<file path="src/rtl/cal_pkg.sv">
// Package: shared field types and calendar helpers for the calendar clock.
// Assumes the year offset counts from YEAR_BASE and that the leap rule
// "divisible by 4" is exact over the supported span.
package cal_pkg;

    localparam int SEC_W   = 6;
    localparam int MIN_W   = 6;
    localparam int HOUR_W  = 5;
    localparam int DAY_W   = 5;
    localparam int MON_W   = 4;
    localparam int YEAR_W  = 7;
    localparam int DATA_W  = 32;
    localparam int ADDR_W  = 2;
    localparam logic [10:0] YEAR_BASE = 11'd1970;

    // Bit positions inside the register words
    localparam int SEC_LSB  = 0;
    localparam int MIN_LSB  = 8;
    localparam int HOUR_LSB = 16;
    localparam int DAY_LSB  = 0;
    localparam int MON_LSB  = 8;
    localparam int YEAR_LSB = 16;
    localparam int LEAP_BIT = 23;

    localparam logic [ADDR_W-1:0] ADDR_TIME   = 2'd0;
    localparam logic [ADDR_W-1:0] ADDR_DATE   = 2'd1;
    localparam logic [ADDR_W-1:0] ADDR_STATUS = 2'd2;

    typedef struct packed {
        logic [HOUR_W-1:0] hour;
        logic [MIN_W-1:0]  min;
        logic [SEC_W-1:0]  sec;
    } tod_t;

    typedef struct packed {
        logic              leap;
        logic [YEAR_W-1:0] year;
        logic [MON_W-1:0]  month;
        logic [DAY_W-1:0]  day;
    } cal_date_t;

    // Number of days in a 1-based month, February taken from the leap bit
    function automatic logic [DAY_W-1:0] month_len(input logic [MON_W-1:0] m,
                                                   input logic leap);
        logic [DAY_W-1:0] n;
        case (m)
            4'd2:                      n = leap ? 5'd29 : 5'd28;
            4'd4, 4'd6, 4'd9, 4'd11:   n = 5'd30;
            default:                   n = 5'd31;
        endcase
        return n;
    endfunction

    // Leap rule for a year offset: (base + offset) divisible by four
    function automatic logic leap_of(input logic [YEAR_W-1:0] off);
        logic [1:0] low;
        low = YEAR_BASE[1:0] + off[1:0];
        return (low == 2'd0);
    endfunction

endpackage

</file>
<file path="src/rtl/cal_write_gate.sv">
// Module: holds one register write as pending and raises a busy flag.
// The flag holds for BUSY_TICKS ticks. On the last of them commit_o
// pulses with the parked value on pend_o. Writes that arrive while
// busy are dropped. Assumes BUSY_TICKS >= 1.
module cal_write_gate #(
    parameter int BUSY_TICKS = 2,
    parameter int W          = 17
) (
    input  logic         clk,
    input  logic         rst_n,
    input  logic         tick_i,
    input  logic         wr_i,
    input  logic [W-1:0] wdata_i,
    output logic         busy_o,
    output logic         commit_o,
    output logic [W-1:0] pend_o
);
    localparam int CNT_W = $clog2(BUSY_TICKS + 1);

    logic             busy_q;
    logic [CNT_W-1:0] cnt_q;
    logic [W-1:0]     pend_q;

    assign busy_o   = busy_q;
    assign pend_o   = pend_q;
    assign commit_o = tick_i && busy_q && (cnt_q == CNT_W'(1));

    // Accept a write when idle, then count ticks down to the landing tick
    always_ff @(posedge clk) begin
        if (!rst_n) begin
            busy_q <= 1'b0;
            cnt_q  <= '0;
            pend_q <= '0;
        end else if (wr_i && !busy_q) begin
            busy_q <= 1'b1;
            cnt_q  <= CNT_W'(BUSY_TICKS);
            pend_q <= wdata_i;
        end else if (tick_i && busy_q) begin
            cnt_q <= cnt_q - CNT_W'(1);
            if (cnt_q == CNT_W'(1)) busy_q <= 1'b0;
        end
    end

    AST_BUSY_SET: assert property (@(posedge clk) disable iff (!rst_n)
        (wr_i && !busy_q) |=> busy_q) else $error("busy not raised");
    AST_BUSY_HOLD: assert property (@(posedge clk) disable iff (!rst_n)
        (busy_q && !tick_i) |=> busy_q) else $error("busy dropped early");
    AST_PEND_KEPT: assert property (@(posedge clk) disable iff (!rst_n)
        busy_q |=> $stable(pend_q)) else $error("pending value overwritten");
endmodule

</file>
<file path="src/rtl/cal_tod_cnt.sv">
// Module: time-of-day counter. It advances one second per tick and loads
// a committed value instead of counting on a landing tick. It signals a
// midnight carry only when it counts out of 23:59:59.
module cal_tod_cnt
    import cal_pkg::*;
(
    input  logic  clk,
    input  logic  rst_n,
    input  logic  tick_i,
    input  logic  commit_i,
    input  tod_t  load_i,
    output tod_t  tod_o,
    output logic  carry_o
);
    tod_t tod_q;
    tod_t tod_nxt;
    logic at_midnight;

    assign tod_o       = tod_q;
    assign at_midnight = (tod_q.sec == 6'd59) && (tod_q.min == 6'd59) && (tod_q.hour == 5'd23);
    assign carry_o     = tick_i && !commit_i && at_midnight;

    // Next second with cascaded wraps
    always_comb begin
        tod_nxt = tod_q;
        if (tod_q.sec == 6'd59) begin
            tod_nxt.sec = '0;
            if (tod_q.min == 6'd59) begin
                tod_nxt.min = '0;
                tod_nxt.hour = (tod_q.hour == 5'd23) ? '0 : tod_q.hour + 5'd1;
            end else begin
                tod_nxt.min = tod_q.min + 6'd1;
            end
        end else begin
            tod_nxt.sec = tod_q.sec + 6'd1;
        end
    end

    // Time register: landing value wins, else count on tick
    always_ff @(posedge clk) begin
        if (!rst_n)          tod_q <= '0;
        else if (commit_i)   tod_q <= load_i;
        else if (tick_i)     tod_q <= tod_nxt;
    end

    AST_TOD_STILL: assert property (@(posedge clk) disable iff (!rst_n)
        !tick_i |=> $stable(tod_q)) else $error("time moved without tick");
    AST_SEC_STEP: assert property (@(posedge clk) disable iff (!rst_n)
        (tick_i && !commit_i && tod_q.sec < 6'd59) |=> (tod_q.sec == $past(tod_q.sec) + 6'd1))
        else $error("second did not step");
endmodule

</file>
<file path="src/rtl/cal_date_cnt.sv">
// Module: calendar date register. It advances one day on a midnight
// carry using month lengths and the leap bit, rolls month and year, and
// recomputes the leap bit at New Year. A committed write overrides the carry.
module cal_date_cnt
    import cal_pkg::*;
(
    input  logic      clk,
    input  logic      rst_n,
    input  logic      carry_i,
    input  logic      commit_i,
    input  cal_date_t load_i,
    output cal_date_t date_o
);
    cal_date_t date_q;
    cal_date_t date_nxt;
    logic      last_day;

    assign date_o   = date_q;
    assign last_day = (date_q.day >= month_len(date_q.month, date_q.leap));

    // Following calendar day
    always_comb begin
        date_nxt = date_q;
        if (last_day) begin
            date_nxt.day = 5'd1;
            if (date_q.month >= 4'd12) begin
                date_nxt.month = 4'd1;
                date_nxt.year  = date_q.year + 7'd1;
                date_nxt.leap  = leap_of(date_q.year + 7'd1);
            end else begin
                date_nxt.month = date_q.month + 4'd1;
            end
        end else begin
            date_nxt.day = date_q.day + 5'd1;
        end
    end

    // Date register: landing value wins over the midnight advance
    always_ff @(posedge clk) begin
        if (!rst_n) begin
            date_q <= '{leap: 1'b0, year: '0, month: 4'd1, day: 5'd1};
        end else if (commit_i) begin
            date_q <= load_i;
        end else if (carry_i) begin
            date_q <= date_nxt;
        end
    end

    AST_DATE_STILL: assert property (@(posedge clk) disable iff (!rst_n)
        (!carry_i && !commit_i) |=> $stable(date_q)) else $error("date moved");
    AST_MONTH_START: assert property (@(posedge clk) disable iff (!rst_n)
        (carry_i && !commit_i && last_day) |=> (date_q.day == 5'd1))
        else $error("month did not restart");
endmodule

</file>
<file path="src/rtl/cal_clock_top.sv">
// Module: calendar clock top. It decodes the register port, routes writes
// through one busy gate per register, and ties the time counter's
// midnight carry to the date register. Reads are combinational.
// Assumes tick_i is a single-cycle pulse.
module cal_clock_top
    import cal_pkg::*;
#(
    parameter int BUSY_TICKS = 2
) (
    input  logic                clk,
    input  logic                rst_n,
    input  logic                tick_i,
    input  logic                wr_en_i,
    input  logic [ADDR_W-1:0]   addr_i,
    input  logic [DATA_W-1:0]   wdata_i,
    output logic [DATA_W-1:0]   rdata_o
);
    localparam int TOD_W  = $bits(tod_t);
    localparam int DATE_W = $bits(cal_date_t);

    tod_t      wr_tod, pend_tod, cur_tod;
    cal_date_t wr_date, pend_date, cur_date;
    logic      tod_busy, tod_commit, date_busy, date_commit, day_carry;
    logic      wr_tod_sel, wr_date_sel;
    logic      unused_wdata;

    assign wr_tod_sel  = wr_en_i && (addr_i == ADDR_TIME);
    assign wr_date_sel = wr_en_i && (addr_i == ADDR_DATE);

    // Field extraction from the write word
    assign wr_tod  = '{hour: wdata_i[HOUR_LSB +: HOUR_W],
                       min:  wdata_i[MIN_LSB  +: MIN_W],
                       sec:  wdata_i[SEC_LSB  +: SEC_W]};
    assign wr_date = '{leap:  wdata_i[LEAP_BIT],
                       year:  wdata_i[YEAR_LSB +: YEAR_W],
                       month: wdata_i[MON_LSB  +: MON_W],
                       day:   wdata_i[DAY_LSB  +: DAY_W]};
    assign unused_wdata = ^{wdata_i[31:24], wdata_i[15:14], wdata_i[7:6]};

    cal_write_gate #(.BUSY_TICKS(BUSY_TICKS), .W(TOD_W)) u_tod_gate (
        .clk(clk), .rst_n(rst_n), .tick_i(tick_i), .wr_i(wr_tod_sel),
        .wdata_i(wr_tod), .busy_o(tod_busy), .commit_o(tod_commit), .pend_o(pend_tod)
    );

    cal_write_gate #(.BUSY_TICKS(BUSY_TICKS), .W(DATE_W)) u_date_gate (
        .clk(clk), .rst_n(rst_n), .tick_i(tick_i), .wr_i(wr_date_sel),
        .wdata_i(wr_date), .busy_o(date_busy), .commit_o(date_commit), .pend_o(pend_date)
    );

    cal_tod_cnt u_tod (
        .clk(clk), .rst_n(rst_n), .tick_i(tick_i), .commit_i(tod_commit),
        .load_i(pend_tod), .tod_o(cur_tod), .carry_o(day_carry)
    );

    cal_date_cnt u_date (
        .clk(clk), .rst_n(rst_n), .carry_i(day_carry), .commit_i(date_commit),
        .load_i(pend_date), .date_o(cur_date)
    );

    // Read multiplexer packing fields back into register words
    always_comb begin
        rdata_o = '0;
        case (addr_i)
            ADDR_TIME: begin
                rdata_o[HOUR_LSB +: HOUR_W] = cur_tod.hour;
                rdata_o[MIN_LSB  +: MIN_W]  = cur_tod.min;
                rdata_o[SEC_LSB  +: SEC_W]  = cur_tod.sec;
            end
            ADDR_DATE: begin
                rdata_o[LEAP_BIT]           = cur_date.leap;
                rdata_o[YEAR_LSB +: YEAR_W] = cur_date.year;
                rdata_o[MON_LSB  +: MON_W]  = cur_date.month;
                rdata_o[DAY_LSB  +: DAY_W]  = cur_date.day;
            end
            ADDR_STATUS: begin
                rdata_o[0] = tod_busy;
                rdata_o[1] = date_busy;
            end
            default: rdata_o = '0;
        endcase
    end

    AST_TOD_LANDS: assert property (@(posedge clk) disable iff (!rst_n)
        tod_commit |=> (cur_tod == $past(pend_tod))) else $error("time write lost");
    AST_DATE_LANDS: assert property (@(posedge clk) disable iff (!rst_n)
        date_commit |=> (cur_date == $past(pend_date))) else $error("date write lost");
    AST_NO_CARRY_ON_LOAD: assert property (@(posedge clk) disable iff (!rst_n)
        (tod_commit && !date_commit) |=> $stable(cur_date)) else $error("carry on time load");
endmodule

</file>
<file path="config.mk">
export PLATFORM = sky130hd
export DESIGN_NAME = cal_clock_top
export DESIGN_NICKNAME = d
export VERILOG_FILES = /design/src/rtl/cal_pkg.sv /design/src/rtl/cal_write_gate.sv /design/src/rtl/cal_tod_cnt.sv /design/src/rtl/cal_date_cnt.sv /design/src/rtl/cal_clock_top.sv
export SDC_FILE = /design/constraint.sdc
export NUM_CORES = 1
export LEC_CHECK = 0
export BUFFER_PORTS_ARGS = -buffer_cell sky130_fd_sc_hd__clkbuf_2
export CAP_MARGIN = 20
export CORE_ASPECT_RATIO = 0.6
export CORE_MARGIN = 5
export CORE_UTILIZATION = 56
export CTS_CLUSTER_DIAMETER = 150
export CTS_CLUSTER_SIZE = 14
export DETAILED_ROUTE_END_ITERATION = 8
export PLACE_DENSITY = 0.85
export SYNTH_ARGS = -nofsm -noshare
export SYNTH_HDL_FRONTEND = slang
export SYNTH_SLANG_ARGS = --single-unit
</file>
<file path="constraint.sdc">
create_clock -name clk -period 3.2 [get_ports clk]
set_clock_uncertainty 0.05 [all_clocks]
set_input_delay 0.48 -clock clk [delete_from_list [all_inputs] [get_ports clk]]
set_output_delay 0.48 -clock clk [all_outputs]
set_load 0.05 [all_outputs]
</file>
Word-level counts from Yosys, hierarchy flattened
Index checks and enable logic that the tools add are counted.

Flip-flop bits (word level): 74. Bits of input ports: 38. Output and inout bits: 32. Logic and storage cells: 107.

Add/sub/neg operators: 9. $lt $le $gt $ge: 2. Equality and inequality tests: 12. Mux-type cells: 32. Bitwise logic cells: 1. Reduce and logical (&&, ||, !) cells: 36.

Operator list (count): $mux W17 (4); $pmux W5 S2 (2); $reduce_bool A2 Y1 (10); $mux W5 (3); $add A6 B1 Y6 const B (2); $eq A6 B6 Y1 const B (2); $logic_and A1 B1 Y1 (12); $mux W12 (1); $mux W6 (2); $mux W11 (1); $add A5 B1 Y5 const B (2); $mux W2 (5); $eq A4 B3 Y1 const B (2); $eq A4 B4 Y1 const B (2); $mux W1 (8); $mux W8 (1); $pmux W4 S2 (1); $reduce_and A2 Y1 (4); $add A7 B1 Y7 const B (1); $eq A2 B1 Y1 const B (3); $pmux W2 S3 (1); $pmux W3 S2 (1); $reduce_and A3 Y1 (2); $eq A5 B5 Y1 const B (1); 14 further kinds (19).

Longest topological paths before layout
Gate-level depths: netlist (run 1).

Depth in word-level cells: 7. Gate-level depth with buffers: 12. Depth with buffers taken out: 11.

By module
Synthesis (run 1) repeated with hierarchy kept, for this count alone.

Cell total of the unflattened synthesis: 517. Area total of the unflattened synthesis: 4234.1 um^2.

By module, submodules not included: cal_write_gate (times used 2, cells each 89, area an instance 804.5 um^2, seq. area each 400.4 um^2); cal_date_cnt (times used 1, cells each 154, area an instance 1177.4 um^2, seq. area each 340.3 um^2); cal_tod_cnt (times used 1, cells each 129, area an instance 1042.2 um^2, seq. area each 340.3 um^2); cal_clock_top (times used 1, cells each 56, area an instance 405.4 um^2, seq. area each 0.0 um^2).

Worst setup path after synthesis (run 1)
Ideal clock, no wire load.

Path kind: input-to-output. Start point: input port addr_i[0]. End point: output port rdata_o[0]. Data arrival time: 2147 ps. Required time: 2670 ps. Setup slack: 523 ps. Stages on the path: 3. Path buffers: 2. Path through: clkbuf_1 > clkbuf_1 > o21ai_0.

Word-level cells in the longest chain between the ends: 2. Elaborated cells on any way between the ends: 4. Those cells by class: 2 x eq/ne; 1 x mux; 1 x reduce/logical.

Ends and longest elaborated chain: start: declaration (RTL line cal_clock_top.sv:14) `input logic [ADDR_W-1:0] addr_i,`; $eq A2 B2 Y1, or another cell as far along (RTL line cal_clock_top.sv:63) `case (addr_i)`; $pmux W2 S3 * (RTL line cal_clock_top.sv:63); end: declaration (RTL line cal_clock_top.sv:16) `output logic [DATA_W-1:0] rdata_o`.

Mark *: on every way between the ends. The rest lies on a longest branch, timed or not.

Final worst setup path (run 1)
Start point: register u_date.date_q, in the netlist u_date.date_o[5]. End point: register u_date.date_q, in the netlist u_date.date_o[6].

Word-level cells in the longest chain between the ends: 6. Elaborated cells on any way between the ends: 16. Those cells by class: 1 x add/sub; 2 x order compare; 5 x eq/ne; 5 x mux; 3 x reduce/logical.

Ends and longest elaborated chain: start: declaration (RTL line cal_date_cnt.sv:14) `cal_date_t date_q;`; start signal: assignment (RTL line cal_date_cnt.sv:41) `date_q <= '{leap: 1'b0, year: '0, month: 4'd1, day: 5'd1};`; start signal: assignment (RTL line cal_date_cnt.sv:43) `date_q <= load_i;`; start signal: assignment (RTL line cal_date_cnt.sv:45) `date_q <= date_nxt;`; $eq A4 B3 Y1 / $eq A4 B4 Y1 (equally long branches) (RTL line cal_pkg.sv:46) `case (m)`; $reduce_or A4 Y1 (RTL line cal_pkg.sv:46); $pmux W5 S2 (RTL line cal_pkg.sv:46); $ge A5 B5 Y1 (RTL line cal_date_cnt.sv:19) `assign last_day = (date_q.day >= month_len(date_q.month, date_q.leap));`; $reduce_bool A2 Y1 (no source line); $reduce_and A2 Y1 (no source line).

Parallel ways exist; a longest one is shown, timed or not. The select of a mux whose other input is x is not followed. A chain may end at the register's enable or synchronous reset.

==> flow_summary.ini, run 1 <==
[run_status]
status = completed

[sta]
finalSetupViolCount = 0
min_period_over_period_pct = 88.30
tightest_slew_ns = 0.7830
clock.fmax_ghz = 0.3539
rsz0062_at_grt = false
max_slew_margin_pct = 47.80
hold_viol_final = 0
drv_slew = 0
finalSetupTns_ns = 0
min_period_ns = 2.826

[logic_synthesis]
netlist_area_mm2 = 0.004030
ys_seq_area_share_pct = 36.76
ys_ff_latch = 74
synthTopCellsByCount = nand2_1, dfxtp_1, a21oi_1
synth.most_common_cell = nand2_1
syn_avg_cell_area_um2 = 7.618
synthArstFlopShare_pct = 0
synthFlopType = dfxtp_1
yosys.area.top_type = dfxtp_1
synth_cell_types = 55
yosysTopAreaCellShare_pct = 36.76
synth-edff-count = 0
synth_cells = 529
synthTopCellsByArea = dfxtp_1, nand2_1, a21oi_1, ha_1, mux2i_1
yosys_warnings = 0

[flow_run]
maxCapViolations = 0

[clocking]
clk_pin_slew_ns = 0.05
insertion_delay_ns = 0.34
cts_resized = 0
holdBufCountCts = 0
htree_levels = 3
cts_tree = done
clockRootBuffer = clkbuf_16
cts_sinks = 74
cts_buffers = 9
cts_setup_buffers = 0
ctsLongestPathBuffers = 2

[floorplanning]
rows = 23
die_w_um = 119.5
io-pin-count = 70
initial_core_util_pct = 59.09
core-area_mm2 = 0.006820
dieArea_mm2 = 0.009049
fp.dieH_um = 75.71

[hold_path]
hp-class = in2reg

[power_and_ir_drop]
p_sw_share_pct = 24.05
power_density_mw_per_mm2 = 478.7
intPower_w = 0.001637
p_total_w = 0.002156
comb_power_share_pct = 7.9
power.leakage_nw = 1.803
switching_power_w = 0.0005185
ir_drop_uv = 305.0
clkPwrFrac_pct = 47.4
seqPwrFrac_pct = 44.7

[placement]
dp_hpwl_mm = 7.871
portBuffers = 45
place_congestion = 0.8933

[worst_setup_path]
critPathCaptureType = register
regToRegSetupSlack_ns = 0.37
cp.required_ns = 3.40
cp-start-kind = register
critPathMaxFanout = 5
critPathKind = reg2reg
crit_arrival_ns = 3.03

[drt]
ant_nets = 0
dr_total_vias = 3989
wirelength_mm = 11.28
drc = 0
wl_per_cell_um = 17.49
drt_pre_antenna_iters = 5
via_per_inst = 6.184
drt_iter0_markers = 526

[global_route]
antenna_found_initial = 0
grt_pass1_vias = 3653
grt_pass1_wl_mm = 18.14
grt-ovfl-total = 0
grt_max_degree = 39
groute.usage.overall_pct = 25.52

[layout]
fillers = 595
nets = 605
area_growth_pct = 11.74
multiInputGateArea_mm2 = 0.002310
seq_area_mm2 = 0.001481
drive_gt1_share_pct = 13.08
diodes = 0
-- through the flow --
stage / cell area [um^2] / worst slack (ns) / utilization [%] / hold slack, ns / instances
floorplan: 4071 / 0.5228 / - / 0.3825 / 540
global placement: 4204 / 0.5795 / 61.64 / 0.3917 / 629
detailed placement: 4204 / 0.4922 / 61.64 / 0.3957 / 629
CTS: 4503 / 0.4838 / 66.02 / 0.3009 / 645
global route: 4503 / 0.1743 / 66.02 / 0.3116 / 645
finish: 4503 / 0.3743 / 66.02 / 0.3107 / 645
-- area by class of cell --
class / count / area share (%)
clock buffers: 14 / 5.863
clock inverters: 2 / 0.7780
inverters: 9 / 0.7502
multi-input cells: 408 / 51.29
flip-flops and latches: 74 / 32.90
well taps: 87 / 2.417
repair buffers: 51 / 6.002
-- kinds of logic after synthesis --
family | after synthesis | synth area share, %
simple gates | 227 | 26.79
compound gates | 133 | 19.78
flops | 74 | 36.76
buf+inv | 58 | 6.954
mux | 16 | 3.974
fa+ha+maj | 14 | 4.347
xor+xnor | 6 | 1.304
other cells | 1 | 0.09305
-- layer usage --
metal / GRT usage, % / part of all wire (%) / wire, um
met5: 0 / 0 / 0
met4: 10.03 / 1.9 / 214
met3: 7.270 / 10 / 1181
met2: 40.31 / 43 / 4881
met1: 33.78 / 44 / 5002
-- power groups by stage --
stage | clock network (W) | logic [W] | registers, W
after floorplan | 0 | 0.000137 | 0.000975
after global placement | 0 | 0.000162 | 0.000981
after detailed placement | 0 | 0.000167 | 0.000983
after CTS | 0.00104 | 0.000168 | 0.000963
after global routing | 0.00107 | 0.000184 | 0.000966
final | 0.00102 | 0.000170 | 0.000964
-- registers in the layout, summed over array words and instances, names as in the netlist --
register            cells
u_tod_gate.pend_o      17
u_date_gate.busy_o      1
u_tod_gate.cnt_q        2
u_tod_gate.busy_o       1
u_tod.tod_o            17
u_date_gate.pend_o     17
u_date.date_o          17
u_date_gate.cnt_q       2
-- placed cells by master (no fill, tap or decap), drive strengths merged, types with 7 or more instances in the layout --
cell type	netlist	layout
nand2	112	112
dfxtp	74	74
clkbuf	27	59
a21oi	54	54
nor2	36	36
o21ai	32	32
mux2i	16	16
nand3	14	14
ha	14	14
conb	1	12
and3	11	11
a211oi	10	10
and2	10	10
inv	9	9
a31oi	7	7
or3	7	7
nor4	7	7
-- path summary, 6_finish.rpt --
kind | startpoint | end | cells after the start
worst max-delay path | u_date.date_o[5] | u_date.date_o[6] | 11
worst max register to register | u_date.date_o[5] | u_date.date_o[6] | 11
worst min register to register | u_tod_gate.pend_o[14] | u_tod_gate.pend_o[14] | 2
worst min-delay path | wdata_i[12] | u_tod_gate.pend_o[10] | 3
-- critical path, cell delays in order (launching register included) --
cell and delay [ns]:
dfxtp_1 0.43, inv_1 0.14, ha_1 0.23, o21ai_0 0.13, o21ai_0 0.09, o21ai_0 0.18
ha_1 0.25, nand2b_1 0.16, a21o_1 0.24, a21oi_1 0.42, a2111oi_0 0.17, a211oi_1 0.24
(Power assumes the default switching activity.)
==> run 2: changes to the inputs <==
==> constraint.sdc (replaced) <==
create_clock -name clk -period 3.2 [get_ports clk]
set_clock_uncertainty 0.05 [all_clocks]
set_input_delay 0.64 -clock clk [delete_from_list [all_inputs] [get_ports clk]]
set_output_delay 0.64 -clock clk [all_outputs]
set_load 0.05 [all_outputs]
==> flow_summary.ini, run 2 (synthesized netlist as in run 1, its figures left out) <==
[clocking]
cts_resized = 0
cts_sinks = 74
cts_setup_buffers = 0
clk_pin_slew_ns = 0.06
insertion_delay_ns = 0.34
holdBufCountCts = 0
clockRootBuffer = clkbuf_16
htree_levels = 3
cts_tree = done
ctsLongestPathBuffers = 2
cts_buffers = 9

[placement]
place_ws_ns = 0.4353
place_congestion = 0.8846
dp_hpwl_mm = 8.030
portBuffers = 45
dpl_cell_area_mm2 = 0.004212

[worst_setup_path]
crit_top_cell = o21ai_0
crit_end = u_date.date_o[1]
rr_worst_depth = 11
cp.required_ns = 3.41
crit_slowest_cell = dfxtp_1
timing.rr.end = u_date.date_o[1]
crit_arrival_ns = 3.10
critPathMaxFanout = 5
cp-start-kind = register
regToRegSetupSlack_ns = 0.30
cpPeakStageDelay_ns = 0.45
critPathKind = reg2reg
cp_cell_sequence = inv_1 > ha_1 > o21ai_0 > o21ai_0 > o21ai_0 > ha_1 > nand2b_1 > a21o_1 > a21oi_1 > a32oi_1 > a21oi_1
startpoint = u_date.date_o[5]
critPathCaptureType = register
r2r_start = u_date.date_o[5]

[flow_run]
maxCapViolations = 0

[layout]
area_growth_pct = 11.55
final_cell_mix = nand2_1, dfxtp_1, a21oi_1, clkbuf_2, nor2_1
fin_area_mm2 = 0.004496
multiInputGateArea_mm2 = 0.002310
final_common_cell = nand2_1
drive_gt1_share_pct = 13.42
fillers = 601
seq_area_mm2 = 0.001481
nets = 606
diodes = 0

[drt]
wl_met3_mm = 1.033
drt_iter0_markers = 323
drc = 0
dr_total_vias = 3935
wirelength_mm = 11.39
ant_nets = 0
top_signal_layer_used = met4
wl_met2_mm = 4.948
drt_pre_antenna_iters = 5
wl_met1_mm = 5.161
wl_per_cell_um = 17.63
via_per_inst = 6.091

[global_route]
antenna_found_initial = 0
groute.usage.overall_pct = 26.02
grt_max_degree = 42
grt_pass1_vias = 3734
grt-ovfl-total = 0
grt_pass1_wl_mm = 18.40

[floorplanning]
fp.dieH_um = 75.71
core-area_mm2 = 0.006820
initial_core_util_pct = 59.09
dieArea_mm2 = 0.009049
rows = 23
die_w_um = 119.5
io-pin-count = 70

[sta]
drv_slew = 0
finalSetupTns_ns = 0
hold_viol_final = 0
setup_ws_ns = 0.3041
min_period_over_period_pct = 90.50
tightest_slew_ns = 0.7579
min_period_ns = 2.896
finalSetupViolCount = 0
hold_ws_ns = 0.4080
clock.fmax_ghz = 0.3453
rsz0062_at_grt = false
max_slew_margin_pct = 49.47

[hold_path]
hp-class = reg2reg

[power_and_ir_drop]
switching_power_w = 0.0005207
power_density_mw_per_mm2 = 466.9
clkPwrFrac_pct = 46.0
ir_drop_uv = 380.3
power.leakage_nw = 1.803
p_sw_share_pct = 24.81
intPower_w = 0.001578
comb_power_share_pct = 8.1
seqPwrFrac_pct = 45.9

[run_status]
status = completed
-- run 2: cell types whose count changed in the layout (fill, tap and decap cells not counted), sizes merged --
cell / change
clkinv: +1
bufinv: -1
buf: +1
-- run 2: layout make-up --
cell class | count | share of cell area (%)
inverter | 9 | 0.7515
sequential | 74 | 32.95
clock buffer | 14 | 6.095
multi-input combinational | 408 | 51.38
timing repair buffer | 52 | 6.179
tap | 87 | 2.421
clock inverter | 2 | 0.2227
-- run 2: power groups by stage --
stage | logic (W) | clock network, W | registers (W)
final | 0.000169 | 0.000966 | 0.000964
after global routing | 0.000185 | 0.00102 | 0.000966
after CTS | 0.000167 | 0.000969 | 0.000963
after detailed placement | 0.000166 | 0 | 0.000983
after global placement | 0.000162 | 0 | 0.000982
after floorplan | 0.000137 | 0 | 0.000975
-- run 2: routing by layer --
| metal | vias to the layer above | GRT usage (%) |
|---|---|---|
| met5 | - | 0 |
| met4 | 0 | 10.15 |
| met3 | 24 | 6.528 |
| met2 | 202 | 41.56 |
| met1 | 1828 | 34.64 |
| li1 | 1881 | - |
-- run 2: critical path: cells and delay by family, from the launching register on --
family	cells	cell delay, ns
simple gates	1	0.15
fa+ha+maj	2	0.50
compound gates	7	1.49
flops	1	0.45
buf+inv	1	0.15
-- run 2: worst min path at each step --
stage                     startpoint                     to  slack (ns)  depth (start not counted)
3_3_place_gp    u_tod_gate.pend_o[8]   u_tod_gate.pend_o[8]        0.39                          2
2_1_floorplan   u_tod_gate.pend_o[8]   u_tod_gate.pend_o[8]        0.38                          2
6_report        u_tod_gate.pend_o[3]   u_tod_gate.pend_o[3]        0.41                          2
3_5_place_dp    u_tod_gate.pend_o[3]   u_tod_gate.pend_o[3]        0.40                          2
5_1_grt        u_tod_gate.pend_o[14]  u_tod_gate.pend_o[14]        0.43                          2
4_1_cts         u_tod_gate.pend_o[3]   u_tod_gate.pend_o[3]        0.41                          2
-- run 2: stage by stage --
step	power (W)	util [%]	cells
floorplan	0.001112	-	540
global placement	0.001144	61.75	630
detailed placement	0.001150	61.75	630
CTS	0.002100	65.91	646
global route	0.002171	65.91	646
finish	0.002099	65.91	646
